===== config.mk =====
export PLATFORM = sky130hd
export DESIGN_NAME = txcr_retry_ctrl
export DESIGN_NICKNAME = d
export VERILOG_FILES = /design/src/rtl/txcr_pkg.sv /design/src/rtl/txcr_slot_timer.sv /design/src/rtl/txcr_release_track.sv /design/src/rtl/txcr_attempt_fsm.sv /design/src/rtl/txcr_retry_ctrl.sv
export SDC_FILE = /design/constraint.sdc
export NUM_CORES = 1
export LEC_CHECK = 0
export ABC_AREA = 1
export BUFFER_PORTS_ARGS = -buffer_cell sky130_fd_sc_hd__buf_2
export CAP_MARGIN = 20
export CORE_UTILIZATION = 52
export CTS_CLUSTER_DIAMETER = 150
export DETAILED_ROUTE_END_ITERATION = 16
export PLACE_DENSITY = 0.85
export SLEW_MARGIN = 20
export SYNTH_ARGS = -nofsm -noshare
export SYNTH_HDL_FRONTEND = slang
export SYNTH_HIERARCHICAL = 1
export SYNTH_SLANG_ARGS = --single-unit

===== constraint.sdc =====
create_clock -name clk -period 1.8 [get_ports clk]
set_clock_uncertainty 0.2 [all_clocks]
set_input_delay 0.36 -clock clk [delete_from_list [all_inputs] [get_ports clk]]
set_output_delay 0.36 -clock clk [all_outputs]
set_load 0.03 [all_outputs]

===== src/rtl/txcr_pkg.sv =====
package txcr_pkg;
  typedef enum logic [1:0] {
    ST_IDLE   = 2'd0,
    ST_SEND   = 2'd1,
    ST_REWIND = 2'd2,
    ST_WAIT   = 2'd3
  } txcr_state_e;
endpackage


===== src/rtl/txcr_slot_timer.sv =====
module txcr_slot_timer #(
  parameter int SLOT_BITS = 512
) (
  input  logic clk,
  input  logic rst,
  input  logic clear_i,
  input  logic run_i,
  input  logic tick_i,
  output logic past_o
);
  localparam int CW = $clog2(SLOT_BITS + 1);
  localparam logic [CW-1:0] LIMIT = CW'(SLOT_BITS);

  logic [CW-1:0] cnt;

  always_ff @(posedge clk) begin
    if (rst) begin
      cnt <= '0;
    end else if (clear_i) begin
      cnt <= '0;
    end else if (run_i && tick_i && cnt != LIMIT) begin
      cnt <= cnt + 1'b1;
    end
  end

  assign past_o = (cnt == LIMIT);

  AST_SLOT_SAT: assert property (@(posedge clk) disable iff (rst)
    cnt <= LIMIT);

  AST_SLOT_HOLD: assert property (@(posedge clk) disable iff (rst)
    (past_o && !clear_i) |=> past_o);
endmodule


===== src/rtl/txcr_release_track.sv =====
module txcr_release_track #(
  parameter int BYTE_W = 12
) (
  input  logic              clk,
  input  logic              rst,
  input  logic              clear_i,
  input  logic              run_i,
  input  logic              byte_i,
  input  logic              open_i,
  output logic [BYTE_W-1:0] rel_o
);
  logic [BYTE_W-1:0] cnt;
  logic [BYTE_W-1:0] cnt_n;

  always_comb begin
    cnt_n = cnt;
    if (clear_i) begin
      cnt_n = '0;
    end else if (run_i && byte_i && cnt != {BYTE_W{1'b1}}) begin
      cnt_n = cnt + 1'b1;
    end
  end

  always_ff @(posedge clk) begin
    if (rst) begin
      cnt   <= '0;
      rel_o <= '0;
    end else begin
      cnt <= cnt_n;
      if (clear_i) begin
        rel_o <= '0;
      end else if (open_i) begin
        rel_o <= cnt_n;
      end
    end
  end

  AST_REL_MONO: assert property (@(posedge clk) disable iff (rst)
    (!clear_i && open_i) |=> rel_o >= $past(rel_o));
endmodule


===== src/rtl/txcr_attempt_fsm.sv =====
module txcr_attempt_fsm
  import txcr_pkg::*;
#(
  parameter int MAX_ATTEMPTS = 16,
  localparam int ATT_W = $clog2(MAX_ATTEMPTS + 1)
) (
  input  logic             clk,
  input  logic             rst,
  input  logic             start_i,
  input  logic             frame_end_i,
  input  logic             col_i,
  input  logic             bypass_i,
  input  logic             past_i,
  output logic             accept_o,
  output logic             sending_o,
  output logic             bypass_o,
  output logic             rewind_o,
  output logic             retry_req_o,
  output logic [ATT_W-1:0] attempt_o,
  output logic             stat_valid_o,
  output logic             stat_ok_o,
  output logic             stat_retry_err_o,
  output logic             stat_late_col_o
);
  localparam logic [ATT_W-1:0] LAST = ATT_W'(MAX_ATTEMPTS);

  txcr_state_e state;

  assign accept_o  = start_i && (state == ST_IDLE || state == ST_WAIT);
  assign sending_o = (state == ST_SEND);

  always_ff @(posedge clk) begin
    if (rst) begin
      state            <= ST_IDLE;
      bypass_o         <= 1'b0;
      rewind_o         <= 1'b0;
      retry_req_o      <= 1'b0;
      attempt_o        <= '0;
      stat_valid_o     <= 1'b0;
      stat_ok_o        <= 1'b0;
      stat_retry_err_o <= 1'b0;
      stat_late_col_o  <= 1'b0;
    end else begin
      rewind_o         <= 1'b0;
      retry_req_o      <= 1'b0;
      stat_valid_o     <= 1'b0;
      stat_ok_o        <= 1'b0;
      stat_retry_err_o <= 1'b0;
      stat_late_col_o  <= 1'b0;
      unique case (state)
        ST_IDLE: begin
          if (start_i) begin
            state     <= ST_SEND;
            attempt_o <= ATT_W'(1);
            bypass_o  <= bypass_i;
          end
        end
        ST_WAIT: begin
          if (start_i) begin
            state     <= ST_SEND;
            attempt_o <= attempt_o + 1'b1;
            bypass_o  <= bypass_i;
          end
        end
        ST_SEND: begin
          if (col_i && !bypass_o) begin
            if (past_i) begin
              state           <= ST_IDLE;
              stat_valid_o    <= 1'b1;
              stat_late_col_o <= 1'b1;
            end else if (attempt_o == LAST) begin
              state            <= ST_IDLE;
              stat_valid_o     <= 1'b1;
              stat_retry_err_o <= 1'b1;
            end else begin
              state    <= ST_REWIND;
              rewind_o <= 1'b1;
            end
          end else if (frame_end_i) begin
            state        <= ST_IDLE;
            stat_valid_o <= 1'b1;
            stat_ok_o    <= 1'b1;
          end
        end
        ST_REWIND: begin
          state       <= ST_WAIT;
          retry_req_o <= 1'b1;
        end
        default: state <= ST_IDLE;
      endcase
    end
  end

  AST_REWIND_SEQ: assert property (@(posedge clk) disable iff (rst)
    rewind_o |=> retry_req_o);

  AST_ATT_BOUND: assert property (@(posedge clk) disable iff (rst)
    attempt_o <= LAST);

  AST_ATT_STEP: assert property (@(posedge clk) disable iff (rst)
    (attempt_o != $past(attempt_o)) |->
      (attempt_o == $past(attempt_o) + 1'b1 || attempt_o == ATT_W'(1)));

  AST_STAT_ONE: assert property (@(posedge clk) disable iff (rst)
    $countones({stat_ok_o, stat_retry_err_o, stat_late_col_o}) == (stat_valid_o ? 1 : 0));

  AST_NO_REWIND_ON_STAT: assert property (@(posedge clk) disable iff (rst)
    stat_valid_o |-> !rewind_o);
endmodule


===== src/rtl/txcr_retry_ctrl.sv =====
module txcr_retry_ctrl #(
  parameter int SLOT_BITS    = 512,
  parameter int MAX_ATTEMPTS = 16,
  parameter int BYTE_W       = 12,
  localparam int ATT_W = $clog2(MAX_ATTEMPTS + 1)
) (
  input  logic              clk,
  input  logic              rst,
  input  logic              bit_tick_i,
  input  logic              start_i,
  input  logic              byte_sent_i,
  input  logic              frame_end_i,
  input  logic              col_i,
  input  logic              full_duplex_i,
  input  logic              no_retry_i,
  output logic              rewind_o,
  output logic              retry_req_o,
  output logic [ATT_W-1:0]  attempt_o,
  output logic [BYTE_W-1:0] release_cnt_o,
  output logic              stat_valid_o,
  output logic              stat_ok_o,
  output logic              stat_retry_err_o,
  output logic              stat_late_col_o
);
  logic accept;
  logic sending;
  logic bypass_q;
  logic past_slot;

  txcr_attempt_fsm #(.MAX_ATTEMPTS(MAX_ATTEMPTS)) u_fsm (
    .clk              (clk),
    .rst              (rst),
    .start_i          (start_i),
    .frame_end_i      (frame_end_i),
    .col_i            (col_i),
    .bypass_i         (full_duplex_i | no_retry_i),
    .past_i           (past_slot),
    .accept_o         (accept),
    .sending_o        (sending),
    .bypass_o         (bypass_q),
    .rewind_o         (rewind_o),
    .retry_req_o      (retry_req_o),
    .attempt_o        (attempt_o),
    .stat_valid_o     (stat_valid_o),
    .stat_ok_o        (stat_ok_o),
    .stat_retry_err_o (stat_retry_err_o),
    .stat_late_col_o  (stat_late_col_o)
  );

  txcr_slot_timer #(.SLOT_BITS(SLOT_BITS)) u_timer (
    .clk     (clk),
    .rst     (rst),
    .clear_i (accept),
    .run_i   (sending),
    .tick_i  (bit_tick_i),
    .past_o  (past_slot)
  );

  txcr_release_track #(.BYTE_W(BYTE_W)) u_release (
    .clk     (clk),
    .rst     (rst),
    .clear_i (accept),
    .run_i   (sending),
    .byte_i  (byte_sent_i),
    .open_i  (past_slot | bypass_q),
    .rel_o   (release_cnt_o)
  );

  AST_REL_WINDOW: assert property (@(posedge clk) disable iff (rst)
    (release_cnt_o != '0) |-> (past_slot || bypass_q));

  AST_IDLE_QUIET: assert property (@(posedge clk) disable iff (rst)
    (!sending && !accept) |=> (release_cnt_o == $past(release_cnt_o)));
endmodule


== Word level (Yosys, flattened, before mapping) ==
Index checks and enable logic that the tools add are counted.

* Bits in read-only memories: 0
* Bits in registers: 48
* Output and inout bits: 23
* Memories: 0
* Memory bits (writable): 0
* Latch bits: 0

* Reduce and logical (&&, ||, !) cells: 19
* Magnitude comparators: 0
* Bitwise logic cells: 4
* Multiplexer cells: 18
* Div/mod/pow operators: 0
* Shifts and indexed selects: 0
* $add $sub $neg: 3
* Equal/unequal tests: 11
* Multipliers: 0

{| class="wikitable"
|+ Operators by type and width
! operator !! count
|-
| 12-bit two-way mux || 2
|-
| 12-bit by 1-bit adder with 12-bit output (second input constant) || 1
|-
| 12-bit inequality test (second input constant) || 1
|-
| 10-bit by 1-bit adder with 10-bit output (second input constant) || 1
|-
| 10-bit equality test (second input constant) || 1
|-
| 2-bit two-way mux || 5
|-
| 5-bit two-way mux || 2
|-
| 10-bit inequality test (second input constant) || 1
|-
| 5-bit one-hot mux with 2 select lines || 1
|-
| 1-bit two-way mux || 7
|-
| 1-bit logical AND || 6
|-
| 2-bit one-hot mux with 3 select lines || 1
|-
| 2-bit OR reduction || 3
|-
| 3-bit OR reduction || 2
|-
| 5-bit by 1-bit adder with 5-bit output (second input constant) || 1
|-
| 5-bit equality test (second input constant) || 1
|-
| 2-bit equality test (second input constant) || 2
|-
| 2-bit inequality test (second input constant) || 2
|-
| 2-bit AND reduction || 2
|-
| 4-bit OR reduction || 1
|-
| 3-bit inequality test (second input constant) || 1
|-
| 3-bit AND reduction || 1
|-
| 2-bit by 1-bit equality test with 1-bit output (second input constant) || 1
|-
| 2-bit logical NOT || 1
|-
| 6 further kinds || 8
|}

== Logic depth before layout (Yosys ltp) ==
* Word-level depth: 5
* Gate-level depth with buffers: 10
* Depth with buffers taken out: 10

== By module ==
The synthesis kept the hierarchy.

{| class="wikitable"
|+ By module, submodules not included
! module !! cells each !! times used !! area each (um^2) !! seq. area each (um^2)
|-
| txcr_release_track || 155 || 1 || 1112.3 || 480.5
|-
| txcr_slot_timer || 106 || 1 || 703.2 || 200.2
|-
| txcr_attempt_fsm || 91 || 1 || 684.4 || 280.3
|-
| txcr_retry_ctrl || 6 || 1 || 22.5 || 0.0
|}

== Least setup slack after synthesis ==
OpenSTA, ideal clock, no wires.

* Path type: register -> register
* From: reg u_fsm.state[0]
* To: reg u_release.rel_o[10]
* Arrival time: 1466 ps
* Path buffers: 1
* Slack: 8 ps
* Library setup time: 126 ps
* Cell stages (with the launch flop): 8
* Path through: dfxtp_1 > inv_1 > ha_1 > nor2_1 > nor2_1 > clkbuf_1 > o21ai_0 > a21oi_2

{| class="wikitable"
|+ RTL lines
! element !! RTL line !! text
|-
| start, declared || txcr_attempt_fsm.sv:27 || <nowiki>txcr_state_e state;</nowiki>
|-
| start signal, assigned || txcr_attempt_fsm.sv:34 || <nowiki>state <= ST_IDLE;</nowiki>
|-
| start signal, assigned || txcr_attempt_fsm.sv:53 || <nowiki>state <= ST_SEND;</nowiki>
|-
| start signal, assigned || txcr_attempt_fsm.sv:60 || <nowiki>state <= ST_SEND;</nowiki>
|-
| 2-bit equality test or 2-bit logical NOT (tied branches) || txcr_attempt_fsm.sv:29 || <nowiki>assign accept_o = start_i && (state == ST_IDLE || state == ST_WAIT);</nowiki>
|-
| 1-bit logical OR * || txcr_attempt_fsm.sv:29 ||
|-
| 1-bit logical AND * || txcr_attempt_fsm.sv:29 ||
|-
| named net accept || txcr_retry_ctrl.sv:25 || <nowiki>logic accept;</nowiki>
|-
| 12-bit two-way mux or 2-bit OR reduction (tied branches) || -- ||
|-
| end signal, assigned || txcr_release_track.sv:33 || <nowiki>rel_o <= cnt_n;</nowiki>
|-
| end, declared || txcr_release_track.sv:10 || <nowiki>output logic [BYTE_W-1:0] rel_o</nowiki>
|}

Mark *: on every way through the listed nets, which the timed path passes. The rest lies on a longest branch.
A chain may end at the register's enable or synchronous reset.

== Worst setup path after layout ==
* From: reg u_release.cnt[0]
* To: reg u_release.rel_o[5]

* Word-level cells in the longest chain between the ends: 4

{| class="wikitable"
|+ RTL lines
! element !! RTL line !! text
|-
| start, declared || txcr_release_track.sv:12 || <nowiki>logic [BYTE_W-1:0] cnt;</nowiki>
|-
| start signal, assigned || txcr_release_track.sv:29 || <nowiki>cnt <= cnt_n;</nowiki>
|-
| parallel branches: the longest is 2 deep, another holds 12-bit by 1-bit adder with 12-bit output || -- ||
|-
| 12-bit two-way mux * || txcr_release_track.sv:19 || <nowiki>end else if (run_i && byte_i && cnt != {BYTE_W{1'b1}}) begin</nowiki>
|-
| 12-bit two-way mux * || txcr_release_track.sv:17 || <nowiki>if (clear_i) begin</nowiki>
|}

Every way passes the cells marked *.

==> results.toml <==
[power]
power_leakage_nw = 1.26
irDropWorstVdd_mv = 0.447
p_total_mw = 2.14
p_per_area_nw_per_um2 = 696

[critical_path]
r2r_cells = 8
critPathRequiredTime_ns = 1.79
crit_slowest_cell = "dfxtp_2"
critPathKind = "reg -> reg"
critPathTopFamily = "simple AND/OR/NAND/NOR gates"
cpMostUsedCell = "nand2_1"
cp_max_fo = 9
critPathLaunchType = "flop"
crit_chain = "ha_2, nand2_2, nor2_4, nand3_4, nand2_1, nand2_1, nand3_1, a21oi_1"
crit-reg2reg-launch = "u_release/cnt[0]"
worstReg2RegEnd = "u_release/rel_o[5]"
critPathMaxStageDelay_ns = 0.36
crit_buf_inv = 0
endpoint_kind = "flop"
arrival_ns = 1.74
r2r_setup_slack_ns = 0.05

[synthesis]
synth_most_common_cell = "nand2_1"
synth_top_cell_area_share = 0.381
synth_cells = 358
synth_common_cells = "nand2_1 (74), dfxtp_1 (48), inv_1 (46), nor2_1 (38), nand3_1 (32)"
synth_area_leaders = "dfxtp_1 (38%), nand2_1 (11%), inv_1 (6.8%)"
yosys.cell_types.count = 27
postSynthAreaPerCell_um2 = 7.05
synth-async-reset-ratio = 0
synth_ff_type = "dfxtp_1"
synth-seq-cells = 48
synth_edf_count = 0
synth_nets = 376
ys_seq_area_frac = 0.381
syn_area_um2 = 2520
yosysWarnings = 6
yosysTopAreaCell = "dfxtp_1"

[routing]
wirelength_mm = 5.99
drt_iter0_drc = 150
first_pass_iters = 4
drc_errors = 0
avgRoutedWirePerCell_um = 13.0
viasPerCell = 5.31
ant_nets = 0
num_vias = 2446

[worst_hold_path]
whs_path_depth = 3
hp-start = "frame_end_i"
min_to = "u_fsm/stat_ok_o"
hp-class = "in -> reg"

[finish]
nets = 426
final_cells = 461
finalInstanceArea_um2 = 3070
n_antenna_cell = 0
fill_cells = 354
area_growth_pct = 21.8
drive_gt1_frac = 0.284

[clock_network]
clk_latency_ns = 0.30
clockRootBuffer = "clkbuf_8"
clockBufferDepth = 2
h-tree-depth = 2
cts.sinks = 48
cts_buffers = 5
clk_pin_slew_ns = 0.08
cts_tree = "yes"

[placement]
post_dp_cell_area_um2 = 2800
hpwl_mm = 4.03
port_buffers = 31
routabilityCongestion = 0.844
dp.cells = 446
post-place-ws_ns = -0.141

[global_route]
grt_start_max_net_pins = 25
grt_usage = 0.226
grt_overflow = 0
antenna_found_initial = 0
grt_pass1_wl_mm = 9.19
grt_pass1_vias = 2180

[die]
die_area_um2 = 5130
row_count = 24
ios = 32
die_w_um = 71.6
start_util = 0.560
core_area_um2 = 4500
fp.dieH_um = 71.6

[outcome]
status = "finished, final reports clean"

[sta]
drv_slew = 0
worstMarginPinSlew_ns = 0.334
setup_tns_ns = 0
finalCritPeriodShare = 0.971
min_period_ns = 1.75
setup_violations = 0
relSlewSlack = 0.775
setup_ws_ns = 0.0526
fmax_ghz = 0.572
hold_viol = 0

[run]
drv_cap = 0
where the power goes:
part           switching (mW)  total, mW  internal [mW]  leakage [nW]
Sequential             0.0196       1.12           1.10         0.390
Clock                   0.343      0.657          0.314        0.0455
Combinational           0.236      0.368          0.132         0.825
Total                   0.598       2.14           1.54          1.26
sequential cells by signal, summed over array words and instances (netlist names):
register and count:
u_release/rel_o 12, u_fsm/stat_valid_o 1, u_timer/cnt 10, u_release/cnt 12
u_fsm/attempt_o 5, u_fsm/stat_late_col_o 1, u_fsm/stat_ok_o 1, u_fsm/retry_req_o 1
u_fsm/state 2, u_fsm/rewind_o 1, u_fsm/bypass_o 1, u_fsm/stat_retry_err_o 1
cell usage in the layout, fill, tap and decap left out, drive strengths merged:
cell type   n
a21oi      29
and2        1
buf        47
clkbuf      8
clkinvlp    2
dfxtp      48
ha          9
inv        48
nand2      85
nand3      36
nand3b      2
nand4       6
nor2       52
nor3        9
o21ai      23
xor2        4
per-stage QoR:
step / hold WS, ns / utilization
after CTS: 0.0999 / 0.643
final: 0.110 / 0.682
after floorplan: 0.229 / -
after global placement: 0.270 / 0.622
after detailed placement: 0.276 / 0.622
after global routing: 0.120 / 0.682
final cells by class:
cell class                      instances  area, µm²  share of cell area
Multi-Input combinational cell        256       1460               0.475
Sequential cell                        48        965               0.314
Timing Repair Buffer                   47        295              0.0961
Inverter                               50        198              0.0643
Clock buffer                            8       90.1              0.0293
Tap cell                               52       65.1              0.0212
worst min-delay path: stages:
cell and delay, ns:
buf_2 0.07, inv_1 0.05, nor2_1 0.09
how the worst max path moves through the flow:
stage	start	endpoint	slack, ns	cells after the start
global route	u_release/cnt[0]	u_release/rel_o[5]	-0.04	8
finish	u_release/cnt[0]	u_release/rel_o[5]	0.05	8
CTS	u_fsm/state[0]	u_release/rel_o[11]	0.01	10
detailed placement	u_fsm/state[0]	u_release/rel_o[0]	-0.14	6
global placement	u_fsm/state[0]	u_release/rel_o[2]	-0.04	6
floorplan	u_fsm/state[0]	u_release/rel_o[10]	0.008	7
routing by layer:
layer	global-route usage	vias to the layer above	part of all wire
li1	-	1251	-
met3	0.0464	10	0.042
met5	0	-	0
met1	0.282	1130	0.44
met4	0.0784	0	0.018
met2	0.389	55	0.51
logic make-up after synthesis:
family          count (synthesis)  synth area share
simple gates                  189             0.366
compound gates                 52             0.105
buf+inv                        56            0.0903
fa+ha+maj                       9            0.0446
flops                          48             0.381
xor+xnor                        4            0.0139
timing repair:
item | CTS | global route
gates cloned | 0 | 3
endpoints found under the setup margin | 29 | 28
resized for setup | 3 | 33
buffers inserted | 0 | 4
hold buffers | 0 | 0
pin swaps | 0 | 6
(Power assumes the default switching activity.)
